### config.mk
export PLATFORM = sky130hd
export DESIGN_NAME = lim_gain_engine
export DESIGN_NICKNAME = d
export VERILOG_FILES = /design/src/rtl/lim_gain_pkg.sv /design/src/rtl/lge_tick_gen.sv /design/src/rtl/lge_interval_timer.sv /design/src/rtl/lge_atten_step.sv /design/src/rtl/lim_gain_engine.sv
export SDC_FILE = /design/constraint.sdc
export NUM_CORES = 1
export LEC_CHECK = 0
export ABC_AREA = 1
export CORE_MARGIN = 2
export CORE_UTILIZATION = 60
export CTS_CLUSTER_SIZE = 25
export DETAILED_ROUTE_END_ITERATION = 8
export GPL_ROUTABILITY_DRIVEN = 0
export PLACE_DENSITY_LB_ADDON = 0.12
export SYNTH_ARGS = -nofsm -noshare
export SYNTH_HDL_FRONTEND = slang
export SYNTH_HIERARCHICAL = 1
export SYNTH_SLANG_ARGS = --single-unit
### constraint.sdc
create_clock -name clk -period 6.4 [get_ports clk]
set_clock_uncertainty 0.2 [all_clocks]
set_input_delay 1.28 -clock clk [delete_from_list [all_inputs] [get_ports clk]]
set_output_delay 1.28 -clock clk [all_outputs]
set_load 0.005 [all_outputs]
### src/rtl/lim_gain_pkg.sv
package lim_gain_pkg;

    typedef enum logic [2:0] {
        ST_IDLE    = 3'd0,
        ST_LIM_ATK = 3'd1,
        ST_BOP_ATK = 3'd2,
        ST_HOLD    = 3'd3,
        ST_RELEASE = 3'd4
    } lge_state_e;

    // attack period in microseconds
    function automatic int unsigned atk_us(input logic [2:0] code);
        return 32'd5 << code;
    endfunction

    function automatic int unsigned hold_ms(input logic [2:0] code);
        case (code)
            3'd0: return 0;
            3'd1: return 10;
            3'd2: return 25;
            3'd3: return 50;
            3'd4: return 100;
            3'd5: return 250;
            3'd6: return 500;
            default: return 1000;
        endcase
    endfunction

    function automatic int unsigned rel_ms(input logic [2:0] code);
        case (code)
            3'd0: return 10;
            3'd1: return 50;
            3'd2: return 100;
            3'd3: return 250;
            3'd4: return 500;
            3'd5: return 750;
            3'd6: return 1000;
            default: return 1500;
        endcase
    endfunction

    function automatic int unsigned lim_step_q(input logic [1:0] code);
        return 32'd1 << code;
    endfunction

    function automatic int unsigned bop_step_q(input logic [1:0] code);
        return 2 * (32'(code) + 1);
    endfunction

    function automatic int unsigned cap_q(input logic [4:0] code);
        return 4 + 2 * 32'(code);
    endfunction

endpackage

### src/rtl/lge_tick_gen.sv
module lge_tick_gen #(
    parameter int DIV = 100
) (
    input  logic clk,
    input  logic rst_n,
    output logic tick
);
    generate
        if (DIV <= 1) begin : g_pass
            assign tick = 1'b1;
        end else begin : g_div
            localparam int CW = $clog2(DIV);
            logic [CW-1:0] cnt;
            always_ff @(posedge clk or negedge rst_n) begin
                if (!rst_n)                      cnt <= '0;
                else if (cnt == CW'(DIV - 1))    cnt <= '0;
                else                             cnt <= cnt + 1'b1;
            end
            assign tick = (cnt == CW'(DIV - 1));
        end
    endgenerate
endmodule

### src/rtl/lge_interval_timer.sv
module lge_interval_timer #(
    parameter int W = 21
) (
    input  logic         clk,
    input  logic         rst_n,
    input  logic         tick,
    input  logic         clr,
    input  logic [W-1:0] period,
    output logic         done
);
    logic [W-1:0] cnt;
    logic [W:0]   cnt_inc;

    assign cnt_inc = {1'b0, cnt} + 1'b1;
    assign done    = tick && (cnt_inc >= {1'b0, period});

    always_ff @(posedge clk or negedge rst_n) begin
        if (!rst_n)    cnt <= '0;
        else if (clr)  cnt <= '0;
        else if (tick) cnt <= cnt_inc[W-1:0];
    end
endmodule

### src/rtl/lge_atten_step.sv
module lge_atten_step #(
    parameter int AW = 7
) (
    input  logic [AW-1:0] cur,
    input  logic [3:0]    amt,
    input  logic          up,
    input  logic [AW-1:0] cap,
    output logic [AW-1:0] nxt
);
    logic [AW:0] sum;

    always_comb begin
        sum = {1'b0, cur} + (AW+1)'(amt);
        if (up) begin
            if (cur >= cap)                nxt = cur;
            else if (sum > {1'b0, cap})    nxt = cap;
            else                           nxt = sum[AW-1:0];
        end else begin
            if (cur > AW'(amt))            nxt = cur - AW'(amt);
            else                           nxt = '0;
        end
    end
endmodule

### src/rtl/lim_gain_engine.sv
module lim_gain_engine
    import lim_gain_pkg::*;
#(
    parameter int TICK_DIV  = 100,
    parameter int US_PER_MS = 1000,
    parameter int AW        = 7
) (
    input  logic          clk,
    input  logic          rst_n,
    input  logic          peak_over,
    input  logic          vbat_low,
    input  logic          mute,
    input  logic          shutdown,
    input  logic          lim_en,
    input  logic          bop_en,
    input  logic [2:0]    lim_atk_rate,
    input  logic [1:0]    lim_atk_step,
    input  logic [2:0]    lim_hold,
    input  logic [2:0]    lim_rel_rate,
    input  logic [1:0]    lim_rel_step,
    input  logic [2:0]    bop_atk_rate,
    input  logic [1:0]    bop_atk_step,
    input  logic [2:0]    bop_hold,
    input  logic [4:0]    max_atten,
    input  logic          inf_hold,
    input  logic          hold_clr,
    input  logic          bop_sd_en,
    output logic [AW-1:0] atten_q,
    output logic          sd_req,
    output logic [2:0]    state_o
);
    localparam int TW = $clog2(1500 * US_PER_MS + 1);

    lge_state_e    state_q, state_n;
    logic          hold_bop_q, hold_bop_n;
    logic          inf_q, inf_n;
    logic          tick, done, clr;
    logic          step_en, step_up;
    logic [3:0]    step_amt;
    logic [AW-1:0] step_nxt, cap;
    logic [TW-1:0] period;
    logic          bop_act, lim_act, quiet;

    assign bop_act = bop_en & vbat_low;
    assign lim_act = lim_en & peak_over;
    assign quiet   = mute | shutdown;
    assign cap     = AW'(cap_q(max_atten));

    lge_tick_gen #(.DIV(TICK_DIV)) u_tick (
        .clk(clk), .rst_n(rst_n), .tick(tick)
    );

    lge_interval_timer #(.W(TW)) u_timer (
        .clk(clk), .rst_n(rst_n), .tick(tick), .clr(clr),
        .period(period), .done(done)
    );

    lge_atten_step #(.AW(AW)) u_step (
        .cur(atten_q), .amt(step_amt), .up(step_up), .cap(cap), .nxt(step_nxt)
    );

    // timer period for the current state
    always_comb begin
        unique case (state_q)
            ST_LIM_ATK: period = TW'(atk_us(lim_atk_rate));
            ST_BOP_ATK: period = TW'(atk_us(bop_atk_rate));
            ST_HOLD:    period = hold_bop_q ? TW'(hold_ms(bop_hold) * US_PER_MS)
                                            : TW'(hold_ms(lim_hold) * US_PER_MS);
            ST_RELEASE: period = TW'(rel_ms(lim_rel_rate) * US_PER_MS);
            default:    period = '0;
        endcase
    end

    // next state and step decision
    always_comb begin
        state_n    = state_q;
        hold_bop_n = hold_bop_q;
        inf_n      = inf_q;
        step_en    = 1'b0;
        step_up    = 1'b1;
        step_amt   = '0;
        if (quiet) begin
            state_n = ST_IDLE;
            inf_n   = 1'b0;
        end else if (bop_act) begin
            state_n  = ST_BOP_ATK;
            step_amt = 4'(bop_step_q(bop_atk_step));
            step_en  = (state_q != ST_BOP_ATK) || done;
        end else if (lim_act) begin
            state_n  = ST_LIM_ATK;
            step_amt = 4'(lim_step_q(lim_atk_step));
            step_en  = (state_q != ST_LIM_ATK) || done;
        end else begin
            unique case (state_q)
                ST_IDLE: ;
                ST_LIM_ATK: begin
                    state_n    = ST_HOLD;
                    hold_bop_n = 1'b0;
                    inf_n      = 1'b0;
                end
                ST_BOP_ATK: begin
                    state_n    = ST_HOLD;
                    hold_bop_n = 1'b1;
                    inf_n      = inf_hold;
                end
                ST_HOLD: begin
                    if (inf_q ? hold_clr : done) begin
                        state_n = ST_RELEASE;
                        inf_n   = 1'b0;
                    end
                end
                ST_RELEASE: begin
                    step_up  = 1'b0;
                    step_amt = 4'(lim_step_q(lim_rel_step));
                    if (done) begin
                        step_en = 1'b1;
                        if (step_nxt == '0) state_n = ST_IDLE;
                    end
                end
                default: state_n = ST_IDLE;
            endcase
        end
    end

    assign clr = (state_n != state_q) | step_en;

    // state register
    always_ff @(posedge clk or negedge rst_n) begin
        if (!rst_n) begin
            state_q    <= ST_IDLE;
            hold_bop_q <= 1'b0;
            inf_q      <= 1'b0;
        end else begin
            state_q    <= state_n;
            hold_bop_q <= hold_bop_n;
            inf_q      <= inf_n;
        end
    end

    // outputs
    always_ff @(posedge clk or negedge rst_n) begin
        if (!rst_n) begin
            atten_q <= '0;
            sd_req  <= 1'b0;
        end else begin
            if (quiet)        atten_q <= '0;
            else if (step_en) atten_q <= step_nxt;
            if (shutdown)                  sd_req <= 1'b0;
            else if (bop_act && bop_sd_en) sd_req <= 1'b1;
        end
    end

    assign state_o = state_q;

endmodule

# Yosys cells after proc, flatten, opt, wreduce, memory -nomap -nowiden
# Index checks and enable logic that the tools add are counted.
# W data, S select, Z words.
dict set report classes {
  n_addsub 6
  n_mul 3
  n_lt_le_gt_ge 4
  eq_ne 29
  shift 4
  n_mux 46
  n_bitwise 7
  reduce_logical 17
}
# op n
set op_table {}
lappend op_table {{$pmux W10 S7} 2}
lappend op_table {{$mul A32 B7 Y18 const B} 3}
lappend op_table {{$mux W32} 3}
lappend op_table {{$pmux W21 S4} 1}
lappend op_table {{$pmux W11 S7} 1}
lappend op_table {{$mux W21} 3}
lappend op_table {{$mux W7} 7}
lappend op_table {{$shl A3 B3 Y21 const A} 2}
lappend op_table {{$eq A3 B3 Y1 const B} 10}
lappend op_table {{$eq A3 B2 Y1 const B} 8}
lappend op_table {{$add A21 B1 Y22 const B} 1}
lappend op_table {{$ge A22 B21 Y1} 1}
lappend op_table {{$mux W3} 6}
lappend op_table {{$mux W1} 16}
lappend op_table {{$mux W4} 4}
lappend op_table {{$eq A3 B1 Y1 const B} 4}
lappend op_table {{$logic_not A3 Y1} 4}
lappend op_table {{$pmux W3 S4} 1}
lappend op_table {{$add A7 B4 Y8} 1}
lappend op_table {{$gt A8 B7 Y1} 1}
lappend op_table {{$reduce_and A4 Y1} 2}
lappend op_table {{$reduce_bool A2 Y1} 4}
lappend op_table {{$shl A1 B2 Y4 const A} 2}
lappend op_table {{$add A3 B6 Y7 const A} 1}
lappend op_table {{21 further kinds} 28}
dict set report totals {
  regBits 41
  input_bits 37
  output_inout_bits 11
  elab_cells 123
}

# Logic depth before layout (Yosys ltp)
# Gate-level depths: netlist (run 1).
dict set report logic_depth {
  ltp_word 20
  depth_mapped 49
}

# Modules after synthesis
# Netlist (run 1), hierarchy kept.
# mod n_inst cells_per_inst area_each_um2 seq_area_each_um2
set by_module_without_submodules {}
lappend by_module_without_submodules {lim_gain_engine 1 930 5979.5 325.3}
lappend by_module_without_submodules {lge_interval_timer 1 293 1975.6 525.5}
lappend by_module_without_submodules {lge_atten_step 1 197 1152.4 0.0}
lappend by_module_without_submodules {lge_tick_gen 1 42 361.6 175.2}

# Worst setup path after synthesis (run 1)
# Ideal clock, no wire load.
dict set report synth_timing {
  kind {input port to flip-flop}
  startpoint {input bop_hold[1]}
  endpoint {register u_timer.cnt[1]}
  setup_ns 0.066
  arrival_time_ns 7.346
  required_ns 6.134
  setup_slack_ns -1.212
  cell_stages 44
  cell_sequence {clkbuf_2 inv_1 nand2_1 nand2_1 nand2_1 nand2_1 ha_1 a21oi_1 fa_1 inv_1 fa_1 inv_1 fa_1 inv_1 ha_1 nand2_1 nor3_1 nand2_1 (+8 left out) nor2_1 inv_1 nor2_1 nand2_1 a21oi_1 nor2_1 nor2_1 inv_1 o21ai_0 nor2_1 nor2_1 o22ai_1 xor2_1 a21oi_1 nand2_1 nor2_1 clkbuf_1 a22o_1}
}
dict set report synth_between {
  elab_chain_len 17
  elab_cells_between_ends 32
  classes_between {1 x mul; 1 x order compare; 7 x eq/ne; 17 x mux; 1 x bitwise; 5 x reduce/logical}
}
# item line_no
set synth_lines {}
lappend synth_lines {{from (decl)} lim_gain_engine.sv:23} ;# input logic [2:0] bop_hold,
lappend synth_lines {{$eq A3 B3 Y1 (tied with other cells)} lim_gain_pkg.sv:17} ;# case (code)
lappend synth_lines {{$pmux W10 S7 (*)} lim_gain_pkg.sv:17}
lappend synth_lines {{$mux W32 (*)} lim_gain_engine.sv:64} ;# unique case (state_q)
lappend synth_lines {{$mul A32 B7 Y18 (*)} lim_gain_engine.sv:67} ;# ST_HOLD: period = hold_bop_q ? TW'(hold_ms(bop_hold) * US_PER_MS)
lappend synth_lines {{$mux W21 (*)} lim_gain_engine.sv:67}
lappend synth_lines {{$pmux W21 S4 (*)} lim_gain_engine.sv:64}
lappend synth_lines {{via period[13]} lim_gain_engine.sv:41} ;# logic [TW-1:0] period;
lappend synth_lines {{$ge A22 B21 Y1 (*)} lge_interval_timer.sv:15} ;# assign done = tick && (cnt_inc >= {1'b0, period});
lappend synth_lines {{(+1 left out)} --}
lappend synth_lines {{via done} lim_gain_engine.sv:37} ;# logic tick, done, clr;
lappend synth_lines {{(+3 left out)} --}
lappend synth_lines {{$mux W3 (*)} lim_gain_engine.sv:89} ;# end else if (lim_act) begin
lappend synth_lines {{$mux W3 (*)} lim_gain_engine.sv:85} ;# end else if (bop_act) begin
lappend synth_lines {{$mux W3 (*)} lim_gain_engine.sv:82} ;# if (quiet) begin
lappend synth_lines {{via state_n[1]} lim_gain_engine.sv:34} ;# lge_state_e state_q, state_n;
lappend synth_lines {{$ne A3 B3 Y1 (*)} lim_gain_engine.sv:125} ;# assign clr = (state_n != state_q) | step_en;
lappend synth_lines {{$or A1 B1 Y1 (*)} lim_gain_engine.sv:125}
lappend synth_lines {{via clr} lim_gain_engine.sv:37}
lappend synth_lines {{$mux W21 / $reduce_bool A2 Y1 (equally long branches)} --}
lappend synth_lines {{to (signal assigned)} lge_interval_timer.sv:20} ;# else if (tick) cnt <= cnt_inc[W-1:0];
lappend synth_lines {{to (decl)} lge_interval_timer.sv:11} ;# logic [W-1:0] cnt;
# Mark *: on every way through the listed nets, which the timed path passes. The rest lies on a longest branch. The select of a mux whose other input is x is not followed.
# A chain may end at the register's enable or synchronous reset.

# Worst setup path after layout (run 1)
dict set report layout_timing {
  startpoint {input lim_rel_rate[2]}
  endpoint {register u_timer.cnt[6]}
}
dict set report layout_between {
  elab_chain_len 16
  elab_cells_between_ends 31
  classes_between {1 x mul; 1 x order compare; 7 x eq/ne; 16 x mux; 1 x bitwise; 5 x reduce/logical}
}
# item line_no
set layout_lines {}
lappend layout_lines {{from (decl)} lim_gain_engine.sv:19} ;# input logic [2:0] lim_rel_rate,
lappend layout_lines {{$eq A3 B3 Y1 (tied with other cells)} lim_gain_pkg.sv:30} ;# case (code)
lappend layout_lines {{$pmux W11 S7 (*)} lim_gain_pkg.sv:30}
lappend layout_lines {{$mux W32 (*)} lim_gain_engine.sv:64}
lappend layout_lines {{$mul A32 B7 Y18 (*)} lim_gain_engine.sv:69} ;# ST_RELEASE: period = TW'(rel_ms(lim_rel_rate) * US_PER_MS);
lappend layout_lines {{$pmux W21 S4 (*)} lim_gain_engine.sv:64}
lappend layout_lines {{via period[15]} lim_gain_engine.sv:41}
lappend layout_lines {{$ge A22 B21 Y1 (*)} lge_interval_timer.sv:15}
lappend layout_lines {{$logic_and A1 B1 Y1 (*)} lge_interval_timer.sv:15}
lappend layout_lines {{via done} lim_gain_engine.sv:37}
lappend layout_lines {{(+3 left out)} --}
lappend layout_lines {{$mux W3 (*)} lim_gain_engine.sv:89}
lappend layout_lines {{$mux W3 (*)} lim_gain_engine.sv:85}
lappend layout_lines {{$mux W3 (*)} lim_gain_engine.sv:82}
lappend layout_lines {{via state_n[1]} lim_gain_engine.sv:34}
lappend layout_lines {{$ne A3 B3 Y1 (*)} lim_gain_engine.sv:125}
lappend layout_lines {{$or A1 B1 Y1 (*)} lim_gain_engine.sv:125}
lappend layout_lines {{via clr} lim_gain_engine.sv:37}
lappend layout_lines {{$mux W21 / $reduce_bool A2 Y1 (equally long branches)} --}
# Marks and branches as above.

==> results of run 1 <==
==> registers in the layout (all words and copies together) (netlist names) <==
register and cells:
u_timer/cnt 21, atten_q 7, u_tick/g_div.cnt 7, state_o 3, hold_bop_q 1, inf_q 1, sd_req 1
==> report_power, final <==
group	switching (mW)	internal, mW	total [mW]
clock	0.0983	0.145	0.243
sequential	0.0147	0.262	0.277
combinational	1.18	1.00	2.19
total	1.30	1.41	2.71
==> cell families (layout without fill, tap and decap cells) <==
kind of cell	after synthesis	in the layout	synth area share, %
AOI/OAI and AO/OA	177	177	10.9
xor gates and xnor gates	43	43	4.06
adders and majority gates	186	186	28.1
buffers and inverters	326	589	13.5
DFF	41	41	10.8
other	2	6	0.0793
and+or+nand+nor	687	687	32.5
==> layout make-up <==
| cell class | instances | area share [%] |
|---|---|---|
| Clock inverter | 1 | 0.0577 |
| Inverter | 298 | 8.83 |
| Tap cell | 211 | 2.03 |
| Sequential cell | 41 | 7.89 |
| Clock buffer | 7 | 1.02 |
| Multi-Input combinational cell | 1099 | 62.3 |
| Timing Repair inverter | 1 | 0.0577 |
| Timing Repair Buffer | 282 | 17.8 |
==> cell usage after synthesis, types with 6 or more instances <==
cell type / instances / area (um^2)
nor3_1: 22 / 110
xor2_1: 24 / 210
inv_1: 283 / 1060
ha_1: 142 / 1780
o22ai_1: 16 / 100
nand2_1: 337 / 1260
fa_1: 44 / 881
a21oi_1: 59 / 295
nand2_2: 15 / 93.8
nand4_1: 23 / 144
o211ai_1: 7 / 52.6
nand3_1: 109 / 546
nor2_1: 132 / 495
clkbuf_1: 14 / 52.6
inv_2: 11 / 41.3
dfrtp_1: 41 / 1030
nor2_2: 13 / 81.3
nand2_4: 6 / 67.6
or2_2: 6 / 37.5
o21bai_1: 7 / 52.6
o21ai_0: 53 / 265
xnor2_1: 18 / 158
==> what timing repair did <==
item	4_1_cts	5_1_grt
gates resized for setup	161	107
gates cloned	2	0
setup endpoints to repair	32	32
setup buffers	26	12
pin swaps	89	59
==> metal layers <==
metal | vias up | wire (um) | GRT usage [%]
met3 | 185 | 2330 | 4.25
met4 | 0 | 1720 | 12.0
met5 | - | 0 | 0
met1 | 5102 | 12700 | 44.6
met2 | 635 | 15000 | 60.2
li1 | 5197 | - | -
==> how the worst min path moves through the flow <==
stage	from	endpoint	cells after the start
finish	u_tick/g_div.cnt[0]$_DFF_PN0_	u_tick/g_div.cnt[0]$_DFF_PN0_	1
global route	u_tick/g_div.cnt[0]$_DFF_PN0_	u_tick/g_div.cnt[0]$_DFF_PN0_	1
CTS	u_tick/g_div.cnt[0]$_DFF_PN0_	u_tick/g_div.cnt[0]$_DFF_PN0_	1
detailed placement	u_tick/g_div.cnt[0]$_DFF_PN0_	u_tick/g_div.cnt[0]$_DFF_PN0_	1
global placement	u_tick/g_div.cnt[0]$_DFF_PN0_	u_tick/g_div.cnt[0]$_DFF_PN0_	1
floorplan	u_tick/g_div.cnt[0]$_DFF_PN0_	u_tick/g_div.cnt[0]$_DFF_PN0_	1
==> qor.txt, run 1 <==
IO Pins: 48
most common cell after layout, fill and taps aside: nand2_1
Fmax: 131 MHz
crit path max fanout: 11
HP Class: flop to flop
MaxCap Viol Count: 0
fillers: 915
CTS Buf Count: 5
CP Depth: 39
warnings from Yosys: 6
Placed Area: 11700 um^2
crit path from: lim_rel_rate[2]
setup TNS: -35210 ps
ANT cells: 0
Routed WL: 31700 um
Final Util: 84.9%
CTS Root Cell: clkbuf_16
Post-Place Setup Slack: -1970 ps
design area: 13000 um^2
worst vdd ir: 0.199 mV
worst path bufs/invs: 7
Layout area overhead: 37.3%
sequential-to-total area share from yosys stat: 10.8%
Critical R2R Launch: state_o[0]$_DFF_PN0_
die extent in x: 130 um
Pre-antenna DRT Iters: 7
Crit Reg-Reg Endpoint: u_timer/cnt[6]$_DFFE_PN0P_
Via density: 5.73
Tot Pwr: 2.71 mW
# clock sinks: 41
layout cells sized above 1: 28.5%
CP Data Arrival Time: 7650 ps
Post-synth EDFFs: 0
RSZ-0062 raised after global routing: true
CTS tree: done
FP Rows: 45
Routed Antenna Nets: 0
Post-DP HPWL: 22100 um
clock latency on the worst-skew pair: 280 ps
Mapped Cells: 1462
Mapped Area: 9470 um^2
Most used DFF post-synth: dfrtp_1
syn avg cell area: 6.48 um^2
vias: 11100
leakage power: 6.98 nW
Tcrit/Tclk final: 120%
hold_buf cts: 0
register area: 1030 um^2
cell count of the worst reg-to-reg path: 33
largest net degree at the start of global routing: 42
post-synthesis cell type count: 56
PwrDens: 208 nW/um^2
Critical Path Most Common Cell: nor2_2
fin nets: 1951
CP endpoint kind: flop
Max-slew headroom: 34.1%
Clk pin slew, worst setup/hold paths: 60 ps
vias in the first global route: 10400
worst-margin pin slew: 989 ps
fin. max-slew vios: 0
crit path launch type: primary input
final worst slack: -1250 ps
worst hold slack: 310 ps
multi-input logic area: 8100 um^2
H-tree levels: 2
number of synthesized register bits: 41
core area: 15300 um^2
status: finished, violations left
global-route wire length before repair: 47800 um
CP max-delay cell: fa_2
residual DRC count: 0
Hold Violations, Final: 0
Top delay family on crit path: adder cells
initial core utilization: 61.8%
max incr delay on CP: 570 ps
initial detailed-routing violation count: 1139
most frequent cells in the layout: nand2_1, inv_1, buf_4
die area: 16800 um^2
Port Buf Inserts: 47
gr ovfl total: 0
CTS max path bufs: 2
Non-Filler Instances: 1940
ys async rst share: 100%
drt wl/cell: 16.4 um
Setup CP Type: primary input to flop
failing checks: negative setup slack
Placed Cells: 1896
Die Y: 130 um
reg2reg setup slack: 680 ps
Period minus WS final: 7650 ps
initial antenna violation count: 0
gr usage total: 34.7%
CP endpoint: u_timer/cnt[6]$_DFFE_PN0P_
Worst Path Required: 6390 ps
Final Setup Violations: 32
Power figures use the tool's default switching activity.
==> run 2: changes to the inputs <==
CTS_CLUSTER_SIZE = 28   (was 25)
==> results of run 2 <==
No change in the layout: final DEF, timing and power equal those of run 1.
==> run 3: changes to the inputs <==
CORE_MARGIN = 10   (was 2)
TNS_END_PERCENT = 50   (was unset)
==> run 3 against run 2 <==
Utilization decreased by 0.69 points. Sequential cell count stayed put. Critical path type unchanged. Die area rose by 26%. Power decreased by 2.0%. Clock power up 7%. Via count shrank 1.7%. The run still ends with negative setup slack left.
==> qor.txt, run 3 (same netlist as run 1, synthesis figures left out) <==
RSZ-0062 raised after global routing: true
die extent in x: 146 um
crit path max fanout: 5
Final Util: 84.2%
largest net degree at the start of global routing: 42
layout cells sized above 1: 29.3%
clock latency on the worst-skew pair: 290 ps
CP endpoint kind: flop
initial detailed-routing violation count: 1127
vias: 10900
Setup CP Type: primary input to flop
leakage power: 6.93 nW
Post-DP HPWL: 22700 um
worst vdd ir: 0.228 mV
Clk pin slew, worst setup/hold paths: 70 ps
Critical Path Most Common Cell: inv_2
initial core utilization: 61.8%
# clock sinks: 41
Via density: 5.64
Placed Cells: 1899
Critical R2R Launch: state_o[0]$_DFF_PN0_
Final Setup Violations: 32
CTS Root Cell: clkbuf_16
gr ovfl total: 0
failing checks: negative setup slack
Fmax: 133 MHz
drt wl/cell: 16.4 um
Port Buf Inserts: 47
fin nets: 1951
PwrDens: 206 nW/um^2
Largest register FFs: 21
Pre-antenna DRT Iters: 5
hold_buf cts: 0
CTS max path bufs: 2
max incr delay on CP: 570 ps
fin. max-slew vios: 0
cell count of the worst reg-to-reg path: 34
H-tree levels: 2
final worst slack: -1090 ps
residual DRC count: 0
crit path from: lim_rel_rate[1]
Max-slew headroom: 36.8%
HP Start: u_tick/g_div.cnt[0]$_DFF_PN0_
CP max-delay cell: fa_1
die area: 21200 um^2
Regs by FF count: u_timer/cnt: 21 flops, atten_q: 7 flops, u_tick/g_div.cnt: 7 flops
ANT cells: 0
most frequent cells in the layout: nand2_1, inv_1, buf_4
global-route wire length before repair: 48900 um
most common cell after layout, fill and taps aside: nand2_1
worst-margin pin slew: 948 ps
WHS Path Cells: 1
Top reg by flops: u_timer/cnt
Post-Place Setup Slack: -2010 ps
Routed Antenna Nets: 0
IO Pins: 48
worst hold slack: 301 ps
FP Rows: 45
Worst Path Required: 6420 ps
Layout area overhead: 36.2%
vias in the first global route: 10400
core area: 15300 um^2
crit path launch type: primary input
MaxCap Viol Count: 0
initial antenna violation count: 0
Die Y: 146 um
Hold Violations, Final: 0
status: finished, violations left
Non-Filler Instances: 1940
CTS Buf Count: 5
Period minus WS final: 7490 ps
HP Class: flop to flop
CP Data Arrival Time: 7510 ps
gr usage total: 26.6%
CTS tree: done
Tcrit/Tclk final: 117%
Routed WL: 31800 um
-- run 3: changes by cell type in the layout (fill, tap and decap cells not counted), sizes merged --
cell	delta
buf	-2
clkinv	+2
clkbuf	-2
clkdlybuf4s15	+1
inv	+1
-- run 3: path summary, 6_finish.rpt --
kind	endpoint	slack, ps
setup / recovery	u_timer/cnt[15]$_DFFE_PN0P_	-1090
hold / removal	u_tick/g_div.cnt[0]$_DFF_PN0_	300
setup reg to reg	u_timer/cnt[15]$_DFFE_PN0P_	660
hold reg to reg	u_tick/g_div.cnt[0]$_DFF_PN0_	300
max in group asynchronous	u_timer/cnt[14]$_DFFE_PN0P_	4470
min in group asynchronous	atten_q[2]$_DFFE_PN0P_	940
-- run 3: worst max-delay path, delay by kind of cell --
kind | cells | cell delay, ps
compound gates | 9 | 1160
fa+ha+maj | 7 | 2870
buf+inv | 10 | 830
simple gates | 14 | 1350
-- run 3: metal layers --
metal	vias to the layer above	track usage, %	wire length (um)
met5	-	0	0
met4	0	7.63	1090
met3	100	3.01	2420
met2	594	46.7	15500
met1	5048	33.4	12700
li1	5193	-	-
-- run 3: power breakdown --
group | total [mW] | switching [mW] | internal [mW]
Sequential | 0.277 | 0.0148 | 0.262
Clock | 0.259 | 0.112 | 0.147
Combinational | 2.12 | 1.13 | 0.985
-- run 3: metrics by stage --
step	area, um^2	TNS [ps]	total power [mW]
after CTS	12400	-21820	2.36
final	12900	-28110	2.65
after floorplan	9660	-21510	1.33
after global placement	11700	-49640	1.91
after detailed placement	11700	-54280	1.95
after global routing	12900	-35030	2.86
-- run 3: cell type report --
cell class / instances / area, um^2
Fill cell: 970 / 2420
Sequential cell: 41 / 1030
Tap cell: 211 / 264
Inverter: 298 / 1140
Timing Repair inverter: 2 / 12.5
Clock inverter: 3 / 25.0
Clock buffer: 5 / 125
Multi-Input combinational cell: 1099 / 8050
Timing Repair Buffer: 281 / 2250
-- run 3: what timing repair did --
action                     in CTS  in global routing
setup endpoints to repair      32                 32
buffers inserted               27                  3
gates resized for setup       146                112
gates cloned                    2                  1
pin swaps                      66                 49
